## src/rtl/pt_pkg.sv

```systemverilog
package pt_pkg;
  localparam int VA_W    = 32;
  localparam int PA_W    = 32;
  localparam int ENT_W   = 32;
  localparam int IDX_W   = 3;
  localparam int CODE_W  = 5;
  localparam int FSR_W   = 8;
  localparam int LVL_W   = 2;
  localparam int ACC_LSB = 2;
  localparam int REF_BIT = 5;
  localparam int MOD_BIT = 6;
  localparam int PPN_LSB = 8;
  localparam int PAGE_SH = 12;
  localparam int PTR_SH  = 4;
  localparam logic [LVL_W-1:0] LAST_LVL = 2'd3;

  typedef enum logic [1:0] {
    ET_INVALID = 2'd0,
    ET_PDE     = 2'd1,
    ET_PTE     = 2'd2,
    ET_RSVD    = 2'd3
  } ent_type_e;

  typedef enum logic [1:0] {
    ST_IDLE,
    ST_READ,
    ST_WRITE,
    ST_DONE
  } walk_state_e;

  localparam logic [CODE_W-1:0] FC_NONE    = 5'd0;
  localparam logic [CODE_W-1:0] FC_INVALID = 5'd4;
  localparam logic [CODE_W-1:0] FC_PROT    = 5'd12;
  localparam logic [CODE_W-1:0] FC_PRIV    = 5'd16;
  localparam logic [CODE_W-1:0] FC_TRANS   = 5'd24;

  // offset width kept from the VA for a page entry found at each level
  function automatic int unsigned off_bits(input logic [LVL_W-1:0] lvl);
    case (lvl)
      2'd0:    off_bits = 32;
      2'd1:    off_bits = 24;
      2'd2:    off_bits = 18;
      default: off_bits = 12;
    endcase
  endfunction
endpackage

```

## src/rtl/pt_perm.sv

```systemverilog
module pt_perm
  import pt_pkg::*;
(
  input  logic [2:0]        acc,
  input  logic [IDX_W-1:0]  idx,
  input  logic              nofault,
  output logic              allow,
  output logic [CODE_W-1:0] code
);
  logic wr, fx, sup;
  logic r_ok, w_ok, x_ok, ok;

  assign wr  = idx[2];
  assign fx  = idx[1];
  assign sup = idx[0];

  always_comb begin
    r_ok = 1'b0;
    w_ok = 1'b0;
    x_ok = 1'b0;
    case (acc)
      3'd0: r_ok = 1'b1;
      3'd1: begin r_ok = 1'b1; w_ok = 1'b1; end
      3'd2: begin r_ok = 1'b1; x_ok = 1'b1; end
      3'd3: begin r_ok = 1'b1; w_ok = 1'b1; x_ok = 1'b1; end
      3'd4: x_ok = 1'b1;
      3'd5: begin r_ok = 1'b1; w_ok = sup; end
      3'd6: begin r_ok = sup; x_ok = sup; end
      default: begin r_ok = sup; w_ok = sup; x_ok = sup; end
    endcase
  end

  always_comb begin
    ok = (wr ? w_ok : 1'b1) & (fx ? x_ok : 1'b1) & ((wr | fx) ? 1'b1 : r_ok);
    allow = ok | (nofault & ~sup);
    if (allow)
      code = FC_NONE;
    else if (!sup && acc[2:1] == 2'b11)
      code = FC_PRIV;
    else
      code = FC_PROT;
  end
endmodule

```

## src/rtl/pt_addr_gen.sv

```systemverilog
module pt_addr_gen
  import pt_pkg::*;
(
  input  logic [ENT_W-1:0] ent,
  input  logic [LVL_W-1:0] tgt_lvl,
  input  logic [LVL_W-1:0] pte_lvl,
  input  logic [VA_W-1:0]  va,
  output logic [PA_W-1:0]  tbl_addr,
  output logic [PA_W-1:0]  page_addr
);
  logic [PA_W-1:0] base;
  logic [PA_W-1:0] index4;
  logic [PA_W-1:0] page_base;
  logic [PA_W-1:0] off_mask;

  always_comb begin
    base = PA_W'((ent & ~ENT_W'(3)) << PTR_SH);
    case (tgt_lvl)
      2'd1:    index4 = PA_W'({va[31:24], 2'b00});
      2'd2:    index4 = PA_W'({va[23:18], 2'b00});
      2'd3:    index4 = PA_W'({va[17:12], 2'b00});
      default: index4 = '0;
    endcase
    tbl_addr = base + index4;
  end

  always_comb begin
    page_base = PA_W'({ent[ENT_W-1:PPN_LSB], {PAGE_SH{1'b0}}});
    if (off_bits(pte_lvl) >= PA_W)
      off_mask = '1;
    else
      off_mask = (PA_W'(1) << off_bits(pte_lvl)) - PA_W'(1);
    page_addr = (page_base & ~off_mask) | (PA_W'(va) & off_mask);
  end
endmodule

```

## src/rtl/pt_fault_regs.sv

```systemverilog
module pt_fault_regs
  import pt_pkg::*;
(
  input  logic              clk,
  input  logic              rst_n,
  input  logic              fault_valid,
  input  logic [IDX_W-1:0]  fault_idx,
  input  logic [CODE_W-1:0] fault_code,
  input  logic [VA_W-1:0]   fault_va,
  input  logic              rd_strobe,
  output logic [FSR_W-1:0]  fsr,
  output logic [VA_W-1:0]   far
);
  logic [FSR_W-1:0] fsr_d;
  logic [VA_W-1:0]  far_d;
  logic [FSR_W-1:0] carry;

  always_comb begin
    carry = (!rd_strobe && fsr != '0) ? FSR_W'(1) : '0;
    fsr_d = fsr;
    far_d = far;
    if (fault_valid) begin
      fsr_d = carry | FSR_W'({fault_idx, 5'b0}) | FSR_W'(fault_code) | FSR_W'(2);
      far_d = fault_va;
    end else if (rd_strobe) begin
      fsr_d = '0;
    end
  end

  always_ff @(posedge clk or negedge rst_n) begin
    if (!rst_n) begin
      fsr <= '0;
      far <= '0;
    end else begin
      fsr <= fsr_d;
      far <= far_d;
    end
  end

  AST_OVERFLOW_MARK: assert property (@(posedge clk) disable iff (!rst_n)
    fault_valid && !rd_strobe && fsr != '0 |=> fsr[0]);
  AST_FAR_CAPTURE: assert property (@(posedge clk) disable iff (!rst_n)
    fault_valid |=> far == $past(fault_va));
  AST_READ_CLEAR: assert property (@(posedge clk) disable iff (!rst_n)
    rd_strobe && !fault_valid |=> fsr == '0);
  AST_FRESH_FAULT: assert property (@(posedge clk) disable iff (!rst_n)
    fault_valid && (rd_strobe || fsr == '0) |=> !fsr[0] && fsr[1]);
endmodule

```

## src/rtl/pt_walker.sv

```systemverilog
module pt_walker
  import pt_pkg::*;
#(
  parameter int BOOT_BITS   = 19,
  parameter int SYNC_STAGES = 2
) (
  input  logic              clk,
  input  logic              rst_n,
  input  logic              req_valid,
  output logic              req_ready,
  input  logic [VA_W-1:0]   req_vaddr,
  input  logic              req_write,
  input  logic              req_fetch,
  input  logic              req_super,
  input  logic [1:0]        req_probe,
  input  logic              cfg_enable,
  input  logic              cfg_boot,
  input  logic              cfg_nofault,
  input  logic [PA_W-1:0]   cfg_ctx_ptr,
  input  logic [PA_W-1:0]   cfg_prom_base,
  output logic              mem_req_valid,
  output logic              mem_req_write,
  output logic [PA_W-1:0]   mem_req_addr,
  output logic [ENT_W-1:0]  mem_req_wdata,
  input  logic              mem_resp_valid,
  input  logic [ENT_W-1:0]  mem_resp_rdata,
  output logic              done_valid,
  output logic [ENT_W-1:0]  done_entry,
  output logic [PA_W-1:0]   done_paddr,
  output logic              done_fault,
  output logic [CODE_W-1:0] done_code,
  input  logic              fsr_rd,
  output logic [FSR_W-1:0]  fsr_rdata,
  output logic [VA_W-1:0]   far_rdata
);
  // reset: asserted asynchronously, released on a clock edge
  logic [SYNC_STAGES-1:0] rst_sync;
  logic                   rst_i_n;

  always_ff @(posedge clk or negedge rst_n) begin
    if (!rst_n) rst_sync <= '0;
    else        rst_sync <= {rst_sync[SYNC_STAGES-2:0], 1'b1};
  end
  assign rst_i_n = rst_sync[SYNC_STAGES-1];

  walk_state_e       state_q, state_d;
  logic [LVL_W-1:0]  lvl_q, lvl_d;
  logic [PA_W-1:0]   addr_q, addr_d;
  logic [VA_W-1:0]   va_q, va_d;
  logic [IDX_W-1:0]  idx_q, idx_d;
  logic [1:0]        probe_q, probe_d;
  logic [ENT_W-1:0]  ent_q, ent_d;
  logic [PA_W-1:0]   pa_q, pa_d;
  logic              flt_q, flt_d;
  logic [CODE_W-1:0] code_q, code_d;

  ent_type_e         etype;
  logic              probing;
  logic [LVL_W-1:0]  stop_lvl;
  logic [LVL_W-1:0]  next_lvl;
  logic [PA_W-1:0]   tbl_addr;
  logic [PA_W-1:0]   page_addr;
  logic              perm_ok;
  logic [CODE_W-1:0] perm_code;
  logic [ENT_W-1:0]  upd_ent;
  logic              need_wb;
  logic [PA_W-1:0]   boot_addr;

  assign etype    = ent_type_e'(mem_resp_rdata[1:0]);
  assign probing  = (probe_q != 2'd0);
  assign stop_lvl = LVL_W'(3'd4 - {1'b0, probe_q});
  assign next_lvl = lvl_q + 2'd1;

  pt_perm u_perm (
    .acc     (mem_resp_rdata[ACC_LSB+2:ACC_LSB]),
    .idx     (idx_q),
    .nofault (cfg_nofault),
    .allow   (perm_ok),
    .code    (perm_code)
  );

  pt_addr_gen u_addr (
    .ent       (mem_resp_rdata),
    .tgt_lvl   (next_lvl),
    .pte_lvl   (lvl_q),
    .va        (va_q),
    .tbl_addr  (tbl_addr),
    .page_addr (page_addr)
  );

  always_comb begin
    upd_ent = mem_resp_rdata;
    upd_ent[REF_BIT] = 1'b1;
    if (idx_q[2]) upd_ent[MOD_BIT] = 1'b1;
    need_wb = (upd_ent != mem_resp_rdata);
    boot_addr = cfg_prom_base | PA_W'(req_vaddr[BOOT_BITS-1:0]);
  end

  // next-state logic
  always_comb begin
    state_d = state_q;
    lvl_d   = lvl_q;
    addr_d  = addr_q;
    va_d    = va_q;
    idx_d   = idx_q;
    probe_d = probe_q;
    ent_d   = ent_q;
    pa_d    = pa_q;
    flt_d   = flt_q;
    code_d  = code_q;
    case (state_q)
      ST_IDLE: begin
        if (req_valid) begin
          va_d    = req_vaddr;
          idx_d   = {req_write, req_fetch, req_super};
          probe_d = req_probe;
          ent_d   = '0;
          pa_d    = '0;
          flt_d   = 1'b0;
          code_d  = FC_NONE;
          lvl_d   = '0;
          if (!cfg_enable && req_probe == 2'd0) begin
            pa_d    = (req_fetch && cfg_boot) ? boot_addr : PA_W'(req_vaddr);
            state_d = ST_DONE;
          end else begin
            addr_d  = cfg_ctx_ptr;
            state_d = ST_READ;
          end
        end
      end
      ST_READ: begin
        if (mem_resp_valid) begin
          case (etype)
            ET_PDE: begin
              if (probing && lvl_q == stop_lvl) begin
                ent_d   = mem_resp_rdata;
                state_d = ST_DONE;
              end else if (lvl_q == LAST_LVL) begin
                ent_d   = mem_resp_rdata;
                flt_d   = 1'b1;
                code_d  = FC_TRANS;
                state_d = ST_DONE;
              end else begin
                addr_d  = tbl_addr;
                lvl_d   = next_lvl;
              end
            end
            ET_PTE: begin
              if (probing) begin
                ent_d   = mem_resp_rdata;
                pa_d    = page_addr;
                state_d = ST_DONE;
              end else if (!perm_ok) begin
                ent_d   = mem_resp_rdata;
                flt_d   = 1'b1;
                code_d  = perm_code;
                state_d = ST_DONE;
              end else begin
                ent_d   = upd_ent;
                pa_d    = page_addr;
                state_d = need_wb ? ST_WRITE : ST_DONE;
              end
            end
            default: begin
              if (probing) begin
                ent_d = '0;
              end else begin
                ent_d  = mem_resp_rdata;
                flt_d  = 1'b1;
                code_d = (etype == ET_INVALID) ? FC_INVALID : FC_TRANS;
              end
              state_d = ST_DONE;
            end
          endcase
        end
      end
      ST_WRITE: begin
        if (mem_resp_valid) state_d = ST_DONE;
      end
      default: state_d = ST_IDLE;
    endcase
  end

  // registers
  always_ff @(posedge clk or negedge rst_i_n) begin
    if (!rst_i_n) begin
      state_q <= ST_IDLE;
      lvl_q   <= '0;
      addr_q  <= '0;
      va_q    <= '0;
      idx_q   <= '0;
      probe_q <= '0;
      ent_q   <= '0;
      pa_q    <= '0;
      flt_q   <= 1'b0;
      code_q  <= FC_NONE;
    end else begin
      state_q <= state_d;
      lvl_q   <= lvl_d;
      addr_q  <= addr_d;
      va_q    <= va_d;
      idx_q   <= idx_d;
      probe_q <= probe_d;
      ent_q   <= ent_d;
      pa_q    <= pa_d;
      flt_q   <= flt_d;
      code_q  <= code_d;
    end
  end

  assign req_ready     = (state_q == ST_IDLE);
  assign mem_req_valid = (state_q == ST_READ) || (state_q == ST_WRITE);
  assign mem_req_write = (state_q == ST_WRITE);
  assign mem_req_addr  = addr_q;
  assign mem_req_wdata = ent_q;
  assign done_valid    = (state_q == ST_DONE);
  assign done_entry    = ent_q;
  assign done_paddr    = pa_q;
  assign done_fault    = flt_q;
  assign done_code     = code_q;

  pt_fault_regs u_fault (
    .clk         (clk),
    .rst_n       (rst_i_n),
    .fault_valid (done_valid && flt_q),
    .fault_idx   (idx_q),
    .fault_code  (code_q),
    .fault_va    (va_q),
    .rd_strobe   (fsr_rd),
    .fsr         (fsr_rdata),
    .far         (far_rdata)
  );

  AST_REQ_HOLD: assert property (@(posedge clk) disable iff (!rst_i_n)
    mem_req_valid && !mem_resp_valid |=> mem_req_valid && $stable(mem_req_addr)
      && $stable(mem_req_write) && $stable(mem_req_wdata));
  AST_DONE_PULSE: assert property (@(posedge clk) disable iff (!rst_i_n)
    done_valid |=> !done_valid && req_ready);
  AST_READY_QUIET: assert property (@(posedge clk) disable iff (!rst_i_n)
    req_ready |-> !mem_req_valid && !done_valid);
  AST_CLEAN_CODE: assert property (@(posedge clk) disable iff (!rst_i_n)
    done_valid && !done_fault |-> done_code == FC_NONE);
  AST_WB_REF_SET: assert property (@(posedge clk) disable iff (!rst_i_n)
    mem_req_write |-> mem_req_wdata[REF_BIT] && mem_req_wdata[1:0] == 2'b10);
  AST_PROBE_NO_WRITE: assert property (@(posedge clk) disable iff (!rst_i_n)
    mem_req_write |-> probe_q == 2'd0);
  AST_PROBE_NO_FAULT: assert property (@(posedge clk) disable iff (!rst_i_n)
    done_valid && probe_q != 2'd0 |-> !done_fault);
endmodule

```

## config.mk

```make
export PLATFORM = sky130hd
export DESIGN_NAME = pt_walker
export DESIGN_NICKNAME = d
export VERILOG_FILES = /design/src/rtl/pt_pkg.sv /design/src/rtl/pt_perm.sv /design/src/rtl/pt_addr_gen.sv /design/src/rtl/pt_fault_regs.sv /design/src/rtl/pt_walker.sv
export SDC_FILE = /design/constraint.sdc
export NUM_CORES = 1
export LEC_CHECK = 0
export BUFFER_PORTS_ARGS = -buffer_cell sky130_fd_sc_hd__buf_2
export CAP_MARGIN = 20
export CORE_AREA = 2 2 164 126
export DETAILED_ROUTE_END_ITERATION = 8
export DIE_AREA = 0 0 166 128
export PLACE_DENSITY_LB_ADDON = 0.1
export SLEW_MARGIN = 10
export SYNTH_ARGS = -nofsm -noshare
export SYNTH_HDL_FRONTEND = slang
export SYNTH_HIERARCHICAL = 1
export SYNTH_SLANG_ARGS = --single-unit
```

## constraint.sdc

```tcl
create_clock -name clk -period 7.8 [get_ports clk]
set_input_delay 1.56 -clock clk [delete_from_list [all_inputs] [get_ports clk]]
set_output_delay 1.56 -clock clk [all_outputs]
set_load 0.005 [all_outputs]
```

==> out/results.ini, run 1 <==
[logic_synthesis]
synth-compound-area-share=0.119
synth.most_common_cell=dfrtp_1
synth-edff-count=0
synth_mux_area_frac=0.172
netlist_area_mm2=0.0100
synth_top_area_share=0.462
syn_area_per_cell_um2=10.8
synthFlopType=dfrtp_1
yosysSeqAreaShare=0.462
synthTopCellsByArea=dfrtp_1 46%, mux2_2 11%, mux2_4 4.8%, nand3_1 4.0%, buf_4 3.0%
synthAdderAreaFrac=0.0207
ys_warn_count=6
synthArstFlopShare=1.00
yosys.area_share.simple=0.133
synth_xor_area_frac=0.0219
synth_top_family_by_area=multiplexers
synth_top_cell_by_area=dfrtp_1
syn_inst=928
synth_cell_types=65
synthTopCellsByCount=185 x dfrtp_1, 97 x mux2_2, 80 x nand3_1, 67 x nand2_1, 47 x o21ai_0
ys_ff_latch=185

[floorplanning]
die-area_mm2=0.0212
start_util=0.507
num_io_pins=319
core.rowCount=45
die_h_um=128
core_mm2=0.0198
die_w_um=166

[timing]
whs_ns=0.355
skew_ns=0.0162
slew_headroom=0.301
rsz0062_at_grt=no
timing.setup.tns_ns=0
max_freq_mhz=255
tightestPinTransition_ns=1.04
final_max_slew_viol_count=0
hold_violations=0
fin_crit_sh=0.502
min_period_ns=3.92
setup_viol=0

[grt]
grt_pass1_wl_um=45900
grt_antenna_before_repair=1
grt_max_degree=94
overflow=0
track_usage=0.278
grt_pass1_vias=7837

[cells_and_area]
fin_nets=1326
instances_no_fill=1440
area_growth_syn_to_layout_pct=20.2
drive_above_1_share=0.432
fillers=1712
diodes=0
fin_util=0.610

[clock_network]
cts_sinks=185
postCtsHoldBufs=0
clk_latency_ns=0.44
cts_root_buf=clkbuf_16
postCtsResizedCells=0
post_cts_buffers=0
numCtsBuffers=17
path_clk_slew_ns=0.08
tritoncts=yes
clock_path_buffers=2
htreeDepth=4

[power]
p_leak_nw=6.00
p_per_area_mw_per_mm2=407
peakVddDrop_mv=0.179
fin_total_pwr_mw=4.91

[detailed_routing]
vias=8312
drt_iter0_markers=697
drc_errors=0
firstDrtPassIters=5
wl_per_cell_um=20.6
wirelength_um=29700
vias_per_cell=5.77
drtAntennaViolNets=0

[critical_path]
critical_path.slowest_cell=a2bb2oi_1
crit_chain=ha_1, nor2b_1, a22oi_1, inv_1, ha_1, a21oi_1, a2bb2oi_1, nor2_1, xor2_1, nand4_1, nand3_1
crit_fanout=12
crit_top_cell=ha_1
critPathBufInv=1
crit_type=flip-flop to flip-flop
cp_top_family=compound AO/OA/AOI/OAI gates
critPathMaxStageDelay_ns=0.88
arrival_ns=4.29
cp.required_ns=8.17
start_kind=flip-flop
end_kind=flip-flop

[place]
hpwl_um=21400
io_buffers=318
placedCellCount=1407
place.gp.congestion=0.842

[min_path]
hold_class=flip-flop to flip-flop

[outcome]
status=finished, final reports clean

[flow_run]
maxCapViolations=0

## final cells by class
| type | instances | area [um2] | area share |
|---|---|---|---|
| clock inverter | 14 | 159 | 0.0132 |
| inverter | 20 | 75.1 | 0.00623 |
| multi-input combinational | 615 | 4730 | 0.392 |
| sequential | 185 | 4630 | 0.385 |
| clock buffer | 18 | 439 | 0.0365 |
| tap | 258 | 323 | 0.0268 |
| timing repair buffer | 330 | 1690 | 0.140 |
## per-stage QoR
step                      area (um2)  worst slack [ns]
after floorplan                10000              2.26
after global placement         11400              3.82
after detailed placement       11400              3.79
after CTS                      12000              3.95
after global routing           12000              3.55
final                          12000              3.88
## path summary, 6_finish.rpt
kind                                     to         from  slack [ns]  depth (start not counted)
setup / recovery           mem_req_addr[13]     lvl_q[1]        3.88                         11
hold / removal                  rst_sync[1]  rst_sync[0]        0.36                          0
setup reg to reg           mem_req_addr[13]     lvl_q[1]        3.88                         11
hold reg to reg                 rst_sync[1]  rst_sync[0]        0.36                          0
max in group asynchronous     done_entry[3]  rst_sync[1]        5.87                          1
min in group asynchronous     done_paddr[6]  rst_sync[1]        0.47                          0
## sequential cells by signal, summed over array words and instances (netlist names)
name and cells:
done_code 5, done_entry 32, done_fault 1, done_paddr 32, idx_q 3, lvl_q 2, mem_req_addr 32, probe_q 2
rst_sync 2, state_q 2, u_fault/far 32, u_fault/fsr 8, va_q 32
## where the power goes
group / internal [mW] / leakage (nW) / switching, mW / total, mW
registers: 1.38 / 2.35 / 0.365 / 1.75
logic: 1.10 / 3.36 / 1.17 / 2.28
clock network: 0.444 / 0.292 / 0.442 / 0.886
total: 2.93 / 6.00 / 1.98 / 4.91
## cell usage in the layout (no fill, tap or decap), drive strengths merged, types with 5 or more instances in the layout
master	Yosys	layout
a21oi	28	28
a22o	34	34
a22oi	36	36
and2	7	7
buf	64	330
clkbuf	46	18
conb	3	5
dfrtp	185	185
ha	15	15
inv	20	31
mux2	130	130
mux2i	14	14
nand2	67	67
nand3	80	80
nand4	37	37
nor2	16	16
nor2b	8	8
nor3	9	9
nor4	6	6
o21ai	48	48
xnor2	15	15
xor2	10	10
## layer usage
metal	GRT usage	vias up	share of wire
met4	0.0803	2	0.015
met3	0.0602	34	0.075
met1	0.413	4104	0.47
li1	-	3816	-
met2	0.410	356	0.44
met5	0	-	0.00044
## cells by family (layout without fill, tap and decap cells)
family                     Yosys count  after routing
xor gates and xnor gates            25             25
buffers and inverters              130            382
muxes                              144            144
DFF                                185            185
other                                3              5
adders and majority gates           16             16
AOI/OAI and AO/OA                  172            172
and+or+nand+nor                    253            253
(Power assumes the default switching activity.)
==> run 2: changes to the inputs <==
Clock period 7.8 ns to 3.7 ns, I/O delays scaled along.
==> out/results.ini, run 2 (same netlist as run 1, synthesis figures left out) <==
[place]
hpwl_um=21300
io_buffers=318
place.gp.congestion=0.839

[clock_network]
cts_sinks=185
numCtsBuffers=17
htreeDepth=4
clk_latency_ns=0.43
cts_root_buf=clkbuf_16
path_clk_slew_ns=0.08
post_cts_buffers=0
tritoncts=yes
clock_path_buffers=2

[grt]
grt_pass1_wl_um=45400
grt_max_degree=98
grt_pass1_vias=7806
grt_antenna_before_repair=1
overflow=0
track_usage=0.274

[timing]
setup_viol=0
fin_crit_sh=0.896
tightestPinTransition_ns=1.09
timing.setup.tns_ns=0
max_freq_mhz=301
whs_ns=0.0747
min_period_ns=3.32
slew_headroom=0.274
hold_violations=0
final_max_slew_viol_count=0
skew_ns=0.0112
rsz0062_at_grt=no

[flow_run]
maxCapViolations=0

[detailed_routing]
vias_per_cell=5.75
vias=8314
wirelength_um=29300
wl_per_cell_um=20.3
drt_iter0_markers=815
drc_errors=0
drtAntennaViolNets=0
firstDrtPassIters=5

[cells_and_area]
final_cell_mix=318 x buf_2, 184 x dfrtp_1, 97 x mux2_2
diodes=0
layout_commonest_cell=buf_2
fin_nets=1332
area_growth_syn_to_layout_pct=21.1
drive_above_1_share=0.436

[power]
fin_total_pwr_mw=10.4
pwr-share-seq=0.350
p_leak_nw=6.04
p_per_area_mw_per_mm2=857
p_switching_mw=4.18
intPower_mw=6.22
combPwrFrac=0.472
switching_share=0.402
p_clk_frac=0.178
peakVddDrop_mv=0.430

[critical_path]
arrival_ns=3.68
crit_type=flip-flop to flip-flop
crit_fanout=11
end_kind=flip-flop
cp.required_ns=4.06
ff2ff_path_depth=12
start_kind=flip-flop

[floorplanning]
num_io_pins=319
die_w_um=166
die_h_um=128
start_util=0.507
core_mm2=0.0198
core.rowCount=45
die-area_mm2=0.0212

[outcome]
status=finished, final reports clean

[min_path]
hold_class=input port to asynchronous set/reset pin

-- run 2: changes by cell type in the layout (fill, tap and decap cells not counted), sizes merged --
cell    delta
buf        +6
clkinv     +5
inv        -4
clkbuf     -1
-- run 2: worst paths after layout --
| check | from | to | slack [ns] |
|---|---|---|---|
| setup / recovery | lvl_q[0] | mem_req_addr[18] | 0.38 |
| hold / removal | rst_n | rst_sync[1] | 0.07 |
| setup reg to reg | lvl_q[0] | mem_req_addr[18] | 0.38 |
| hold reg to reg | rst_sync[0] | rst_sync[1] | 0.36 |
| max in group asynchronous | rst_sync[1] | va_q[21] | 2.41 |
| min in group clk | rst_sync[0] | rst_sync[1] | 0.36 |
-- run 2: critical path, cell delays in order, from the launching register on --
cell	delay (ns)
dfrtp_1	0.46
ha_1	0.44
nor2b_2	0.31
a22o_1	0.22
ha_1	0.17
inv_1	0.05
fa_1	0.40
nor2b_1	0.16
o31a_1	0.43
nand3_1	0.15
xnor2_1	0.19
nand4_1	0.12
nand3_1	0.13
-- run 2: cell type report --
| class | count | area [um2] |
|---|---|---|
| Fill cell | 1713 | 7630 |
| Multi-Input combinational cell | 615 | 4730 |
| Sequential cell | 185 | 4630 |
| Timing Repair Buffer | 336 | 1770 |
| Clock buffer | 17 | 425 |
| Tap cell | 258 | 323 |
| Clock inverter | 15 | 174 |
| Inverter | 20 | 75.1 |
-- run 2: power by group through the flow --
stage                     Combinational, mW  Clock [mW]  Sequential (mW)
after global routing                   5.36        1.97             3.76
after global placement                 4.84           0             3.64
final                                  4.90        1.85             3.64
after CTS                              4.92        1.88             3.63
after detailed placement               4.91           0             3.65
after floorplan                        3.34           0             3.56
-- run 2: repair_timing --
action,4_1_cts,5_1_grt
resized for setup,0,1
endpoints found under the setup margin,0,9
hold buffers,0,0
-- run 2: routing by layer --
layer,up-vias,global-route usage,part of all wire,wire [um]
li1,3817,-,-,-
met1,4104,0.417,0.48,14000
met2,357,0.402,0.43,12600
met3,34,0.0497,0.072,2110
met4,2,0.0742,0.016,483
met5,-,0,0.00044,13
-- run 2: metrics by stage --
| step | area [um2] | utilization | cells | setup WS, ns |
|---|---|---|---|---|
| floorplan | 10000 | - | 930 | 0.647 |
| global placement | 11500 | 0.583 | 1413 | 0.455 |
| detailed placement | 11500 | 0.583 | 1413 | 0.315 |
| CTS | 12100 | 0.613 | 1445 | 0.250 |
| global route | 12100 | 0.614 | 1446 | 0.0944 |
| finish | 12100 | 0.614 | 1446 | 0.383 |
